## src/rtl/int_lane_sched.sv

```systemverilog
`timescale 1ns/1ps
module int_lane_sched #(
  parameter int LANES = 3,
  parameter int DEPTH = 8,
  parameter int TAGW  = 6,
  parameter int OPW   = 16,
  parameter int WAKES = 3
) (
  input  logic                                   clk,
  input  logic                                   rst_n,
  input  logic                                   flush,
  input  logic [LANES-1:0]                       in_vld,
  input  logic [LANES*OPW-1:0]                   in_op,
  input  logic [LANES*TAGW-1:0]                  in_src0,
  input  logic [LANES*TAGW-1:0]                  in_src1,
  input  logic [LANES-1:0]                       in_rdy0,
  input  logic [LANES-1:0]                       in_rdy1,
  input  logic [WAKES-1:0]                       wk_vld,
  input  logic [WAKES*TAGW-1:0]                  wk_tag,
  output logic                                   in_ready,
  output logic [LANES-1:0]                       iss_vld,
  output logic [LANES*OPW-1:0]                   iss_op,
  output logic [LANES*$clog2(DEPTH+1)-1:0]       free_cnt
);
  localparam int IDXW = (DEPTH > 1) ? $clog2(DEPTH) : 1;
  localparam int CNTW = $clog2(DEPTH+1);

  function automatic logic wk_hit(input logic [TAGW-1:0] t,
                                  input logic [WAKES-1:0] wv,
                                  input logic [WAKES*TAGW-1:0] wt);
    logic h;
    h = 1'b0;
    for (int w = 0; w < WAKES; w++)
      if (wv[w] && wt[w*TAGW +: TAGW] == t) h = 1'b1;
    return h;
  endfunction

  logic [LANES-1:0] lane_ok;
  logic [LANES-1:0] take;

  assign in_ready = !flush && (&lane_ok);
  assign take     = in_vld & {LANES{in_ready}};

  for (genvar l = 0; l < LANES; l++) begin : g_lane
    logic [DEPTH-1:0] v, r0, r1, m0, m1, elig;
    logic [OPW-1:0]   op  [DEPTH];
    logic [TAGW-1:0]  t0  [DEPTH];
    logic [TAGW-1:0]  t1  [DEPTH];
    logic [IDXW-1:0]  age [DEPTH];
    logic             found;
    logic [IDXW-1:0]  sel, fslot;
    logic [CNTW-1:0]  cnt;
    logic             nh0, nh1;

    always_comb begin
      found = 1'b0;
      sel   = '0;
      fslot = '0;
      for (int e = 0; e < DEPTH; e++) begin
        m0[e]   = wk_hit(t0[e], wk_vld, wk_tag);
        m1[e]   = wk_hit(t1[e], wk_vld, wk_tag);
        elig[e] = v[e] && (r0[e] || m0[e]) && (r1[e] || m1[e]);
        if (elig[e] && (!found || age[e] < age[sel])) begin
          found = 1'b1;
          sel   = IDXW'(e);
        end
      end
      for (int e = DEPTH-1; e >= 0; e--)
        if (!v[e]) fslot = IDXW'(e);
      cnt = CNTW'($countones(v));
      nh0 = wk_hit(in_src0[l*TAGW +: TAGW], wk_vld, wk_tag);
      nh1 = wk_hit(in_src1[l*TAGW +: TAGW], wk_vld, wk_tag);
    end

    assign lane_ok[l]                 = !in_vld[l] || (cnt != CNTW'(DEPTH));
    assign iss_vld[l]                 = found && !flush;
    assign iss_op[l*OPW +: OPW]       = op[sel];
    assign free_cnt[l*CNTW +: CNTW]   = CNTW'(DEPTH) - cnt;

    always_ff @(posedge clk) begin
      if (!rst_n || flush) begin
        v <= '0;
      end else begin
        for (int e = 0; e < DEPTH; e++) begin
          if (v[e]) begin
            if (m0[e]) r0[e] <= 1'b1;
            if (m1[e]) r1[e] <= 1'b1;
            if (found && sel == IDXW'(e))
              v[e] <= 1'b0;
            else if (found && age[e] > age[sel])
              age[e] <= age[e] - 1'b1;
          end
        end
        if (take[l]) begin
          v[fslot]   <= 1'b1;
          op[fslot]  <= in_op[l*OPW +: OPW];
          t0[fslot]  <= in_src0[l*TAGW +: TAGW];
          t1[fslot]  <= in_src1[l*TAGW +: TAGW];
          r0[fslot]  <= in_rdy0[l] || nh0;
          r1[fslot]  <= in_rdy1[l] || nh1;
          age[fslot] <= IDXW'(cnt - CNTW'(found));
        end
      end
    end
  end
endmodule

```

## config.mk

```make
export PLATFORM = sky130hd
export DESIGN_NAME = int_lane_sched
export DESIGN_NICKNAME = d
export VERILOG_FILES = /design/src/rtl/int_lane_sched.sv
export SDC_FILE = /design/constraint.sdc
export NUM_CORES = 2
export LEC_CHECK = 0
export BUFFER_PORTS_ARGS = -buffer_cell sky130_fd_sc_hd__buf_2
export CAP_MARGIN = 20
export CORE_MARGIN = 2
export CORE_UTILIZATION = 45
export DETAILED_ROUTE_END_ITERATION = 8
export PLACE_DENSITY = 0.73
export SETUP_SLACK_MARGIN = 0.15
export SKIP_LAST_GASP = 1
export SYNTH_ARGS = -nofsm -noshare
export SYNTH_HDL_FRONTEND = slang
export SYNTH_SLANG_ARGS = --single-unit
```

## constraint.sdc

```tcl
create_clock -name clk -period 24.9 [get_ports clk]
set_clock_uncertainty 0.15 [all_clocks]
set_input_delay 3.735 -clock clk [delete_from_list [all_inputs] [get_ports clk]]
set_output_delay 3.735 -clock clk [all_outputs]
set_load 0.01 [all_outputs]
```

==> summary.md <==
| Metric | Value |
|---|---|
| Status | completed |
| CTS clk-pin slew, worst paths | 0.06 ns |
| Rows | 121 |
| CP dominant cell by count | ha_1 |
| Critical path's slowest cell | nor3b_2 |
| Final setup violation count | 0 |
| First-pass GRT wire length | 222000 µm |
| Commonest cells in the netlist | 792 x edfxtp_1, 545 x xnor2_1, 473 x xor2_1 |
| Routed vias | 36700 |
| Worst-margin pin slew | 1.22 ns |
| Hold EP | g_lane[2].v[7]$_SDFF_PN0_ |
| GRT Residual Overflow | 0 |
| Clk root buf | clkbuf_16 |
| Core area | 109000 µm² |
| Hold Startpoint | g_lane[2].v[7]$_SDFF_PN0_ |
| Worst Path Max Fanout | 38 |
| Worst r2r src | g_lane[2].age[0][1]$_DFFE_PP_ |
| Synthesized cell area | 49200 µm² |
| Fraction of registers with async set/reset | 0% |
| Count of buffers from port buffering | 180 |
| Vias per inst | 6.19 |
| Worst reg2reg endpoint | g_lane[2].age[3][0]$_DFFE_PP_ |
| Die Ht | 335 µm |
| Period minus WS final | 23.19 ns |
| Initial Util | 45.3% |
| Post-synthesis xor/xnor area fraction | 18.1% |
| Delay of the slowest cell on the worst path | 0.85 ns |
| Final Cycle Share | 93.1% |
| Routed Antenna Nets | 0 |
| Largest net degree at the start of global routing | 44 |
| Yosys Warn Count | 0 |
| Slew HR | 18.3% |
| P_leak | 19.0 nW |
| Worst Hold Depth | 2 |
| Biggest area consumer among synthesized cells | edfxtp_1 |
| Seq/Total Area, Yosys | 49.3% |
| Vias in the first global route | 35700 |
| Cell count of the worst reg-to-reg path | 65 |
| Post-Synth Simple-Gate Area | 10.2% |
| Layout Area Growth over Synthesis | 10.7% |
| GRT Overall Usage | 25.7% |
| Synth Area per Inst | 11.4 µm² |
| Detailed Route Iter0 Violations | 4347 |
| Die Area | 112000 µm² |
| Worst path top cell family by delay | compound AO/OA/AOI/OAI gates |
| Most used flip-flop cell after synthesis | edfxtp_1 |
| FF+latch count, synth | 816 |
| WP data required | 21.01 ns |
| Final hold vios | 0 |
| I/O pins | 181 |
| Combinational power share | 7.5% |
| Switch share | 23.7% |
| Nets | 4692 |
| Share of layout cells above drive strength 1 | 11.0% |
| Max VDD drop | 0.0668 mV |
| Pwr Density | 57.0 nW/µm² |
| Tot Pwr | 3.11 mW |
| Max Clk Rate | 43.1 MHz |
| Initial antenna violation count | 11 |
| Bufs and invs on worst path | 5 |
| Count of different cell masters after synthesis | 109 |
| CTS hold repair buffers | 0 |
| Later-pin clock latency in the skew report | 0.70 ns |
| Synth Area in Compound Gates | 11.2% |
| RD Place Congestion | 1.00 |
| Finished Core Util | 50.1% |
| Cts bufs inserted | 90 |
| Crit Path Category | in2out |
| RSZ-0062 raised after global routing | no |
| Post-CTS Setup Bufs | 0 |
| CTS Buffer Depth | 3 |
| HPWL after DPL | 96500 µm |
| Share of the synthesized area in the top cell type | 48.3% |
| Crit path DAT | 19.30 ns |
| Residual DRC | 0 |
| Crit path capture type | primary output |
| Slew Viols, Final | 0 |
| Synth Instances | 4304 |
| TritonCTS clock tree | yes |
| CTS H-tree lvls | 3 |
| Most frequent cell after synthesis | edfxtp_1 |
| Sequential power share | 48.8% |
| Hold_ws | 0.438 ns |
| Post-Synth Adder-Cell Area | 4.02% |
| Wire per inst | 24.9 µm |
| Syn nets | 4565 |
| Clock share of power | 43.8% |
| TritonRoute pass-1 iters | 6 |
| DRT Wirelength | 148000 µm |
| Post-CTS Resized | 0 |
| Min-Delay Path Class | reg2reg |
| Largest family of logic cells by synthesized area | XOR/XNOR gates |
| Max-cap viol count | 0 |
| Cell-internal power | 2.37 mW |
| Fillers | 9482 |
| Critical Path Source Type | input pin |
| Die Wd | 335 µm |
| Clock sinks | 816 |
| Top post-synthesis cells by area | edfxtp_1 48%, xnor2_1 9.7%, xor2_1 8.4% |
| Setup TNS | 0 ns |
| Switch Pwr | 738 µW |
| Number of synthesized flops with an enable pin | 792 |
| Setup slack, reg-to-reg | 7.95 ns |
| Multiplexer share of the synthesized area | 3.23% |
## final cells by class
class | count | area [µm²] | share of cell area, %
repair buffers | 270 | 1670 | 3.07
well taps | 1414 | 1770 | 3.25
flip-flops and latches | 816 | 24300 | 44.5
clock inverters | 54 | 687 | 1.26
clock buffers | 112 | 2330 | 4.28
multi-input cells | 3090 | 23100 | 42.5
diodes | 5 | 12.5 | 0.0230
inverters | 163 | 612 | 1.12
## state kept, by name, summed over array words and instances, names as in the netlist
signal,cells
g_lane.r0,24
g_lane.t0,144
g_lane.r1,24
g_lane.op,384
g_lane.age,72
g_lane.v,24
g_lane.t1,144
## power by group through the flow
stage               combinational, mW  sequential, mW  clock [mW]
floorplan                       0.147            1.54           0
global placement                0.222            1.54           0
detailed placement              0.226            1.54           0
CTS                             0.228            1.52        1.37
global route                    0.245            1.52        1.43
finish                          0.232            1.52        1.36
## tightest hold or removal path: stages (launching register included)
cell	delay, ns
dfxtp_1	0.36
a21oi_1	0.14
nor2_1	0.04
## logic make-up after synthesis
group                      count (synthesis)
and+or+nand+nor                          963
buffers and inverters                    398
AOI/OAI and AO/OA                        808
xor gates and xnor gates                1018
adders and majority gates                153
DFF                                      816
muxes                                    148
## metrics by stage
| step | setup slack (ns) | instance area (µm²) | instances |
|---|---|---|---|
| 3_3_place_gp | 1.93 | 51400 | 5751 |
| 4_1_cts | 1.85 | 54500 | 5917 |
| 5_1_grt | 0.516 | 54500 | 5921 |
| 3_5_place_dp | 1.92 | 51400 | 5751 |
| 2_1_floorplan | 4.89 | 49200 | 4304 |
| 6_report | 1.71 | 54500 | 5924 |
## worst max path at each step
stage	to	cells past startpoint	from
CTS	iss_op[14]	60	wk_tag[14]
detailed placement	iss_op[14]	60	wk_tag[14]
global route	iss_op[35]	62	wk_tag[17]
floorplan	iss_op[12]	58	wk_tag[16]
finish	iss_op[35]	62	wk_tag[17]
global placement	iss_op[14]	59	wk_tag[14]
## placed cells by master (no fill, tap or decap), drive strengths merged, types with 12 or more instances in the layout
cell type  count
edfxtp       792
xnor2        545
xor2         473
nand2        280
buf          270
a21oi        217
nor4         168
nand4        167
inv          166
o21ai        149
ha           132
nor2         129
mux2i        125
clkbuf       112
a221oi        53
nand3         51
a22oi         46
a31oi         43
nor3          39
a211oi        38
clkinv        36
o211ai        33
o21a          25
dfxtp         24
and3          24
o41ai         24
or3           21
nand2b        20
and2          20
a21o          17
o31ai         17
mux2          16
o22ai         13
a221o         12
fa            12
## layer usage
layer / GRT usage [%] / vias to the layer above / part of all wire (%)
met5: 0 / - / 0.018
met4: 9.82 / 6 / 3.7
met3: 4.41 / 381 / 9.7
met2: 42.1 / 2041 / 47
met1: 34.0 / 18000 / 40
li1: - / 16200 / -
(Power assumes the default switching activity.)
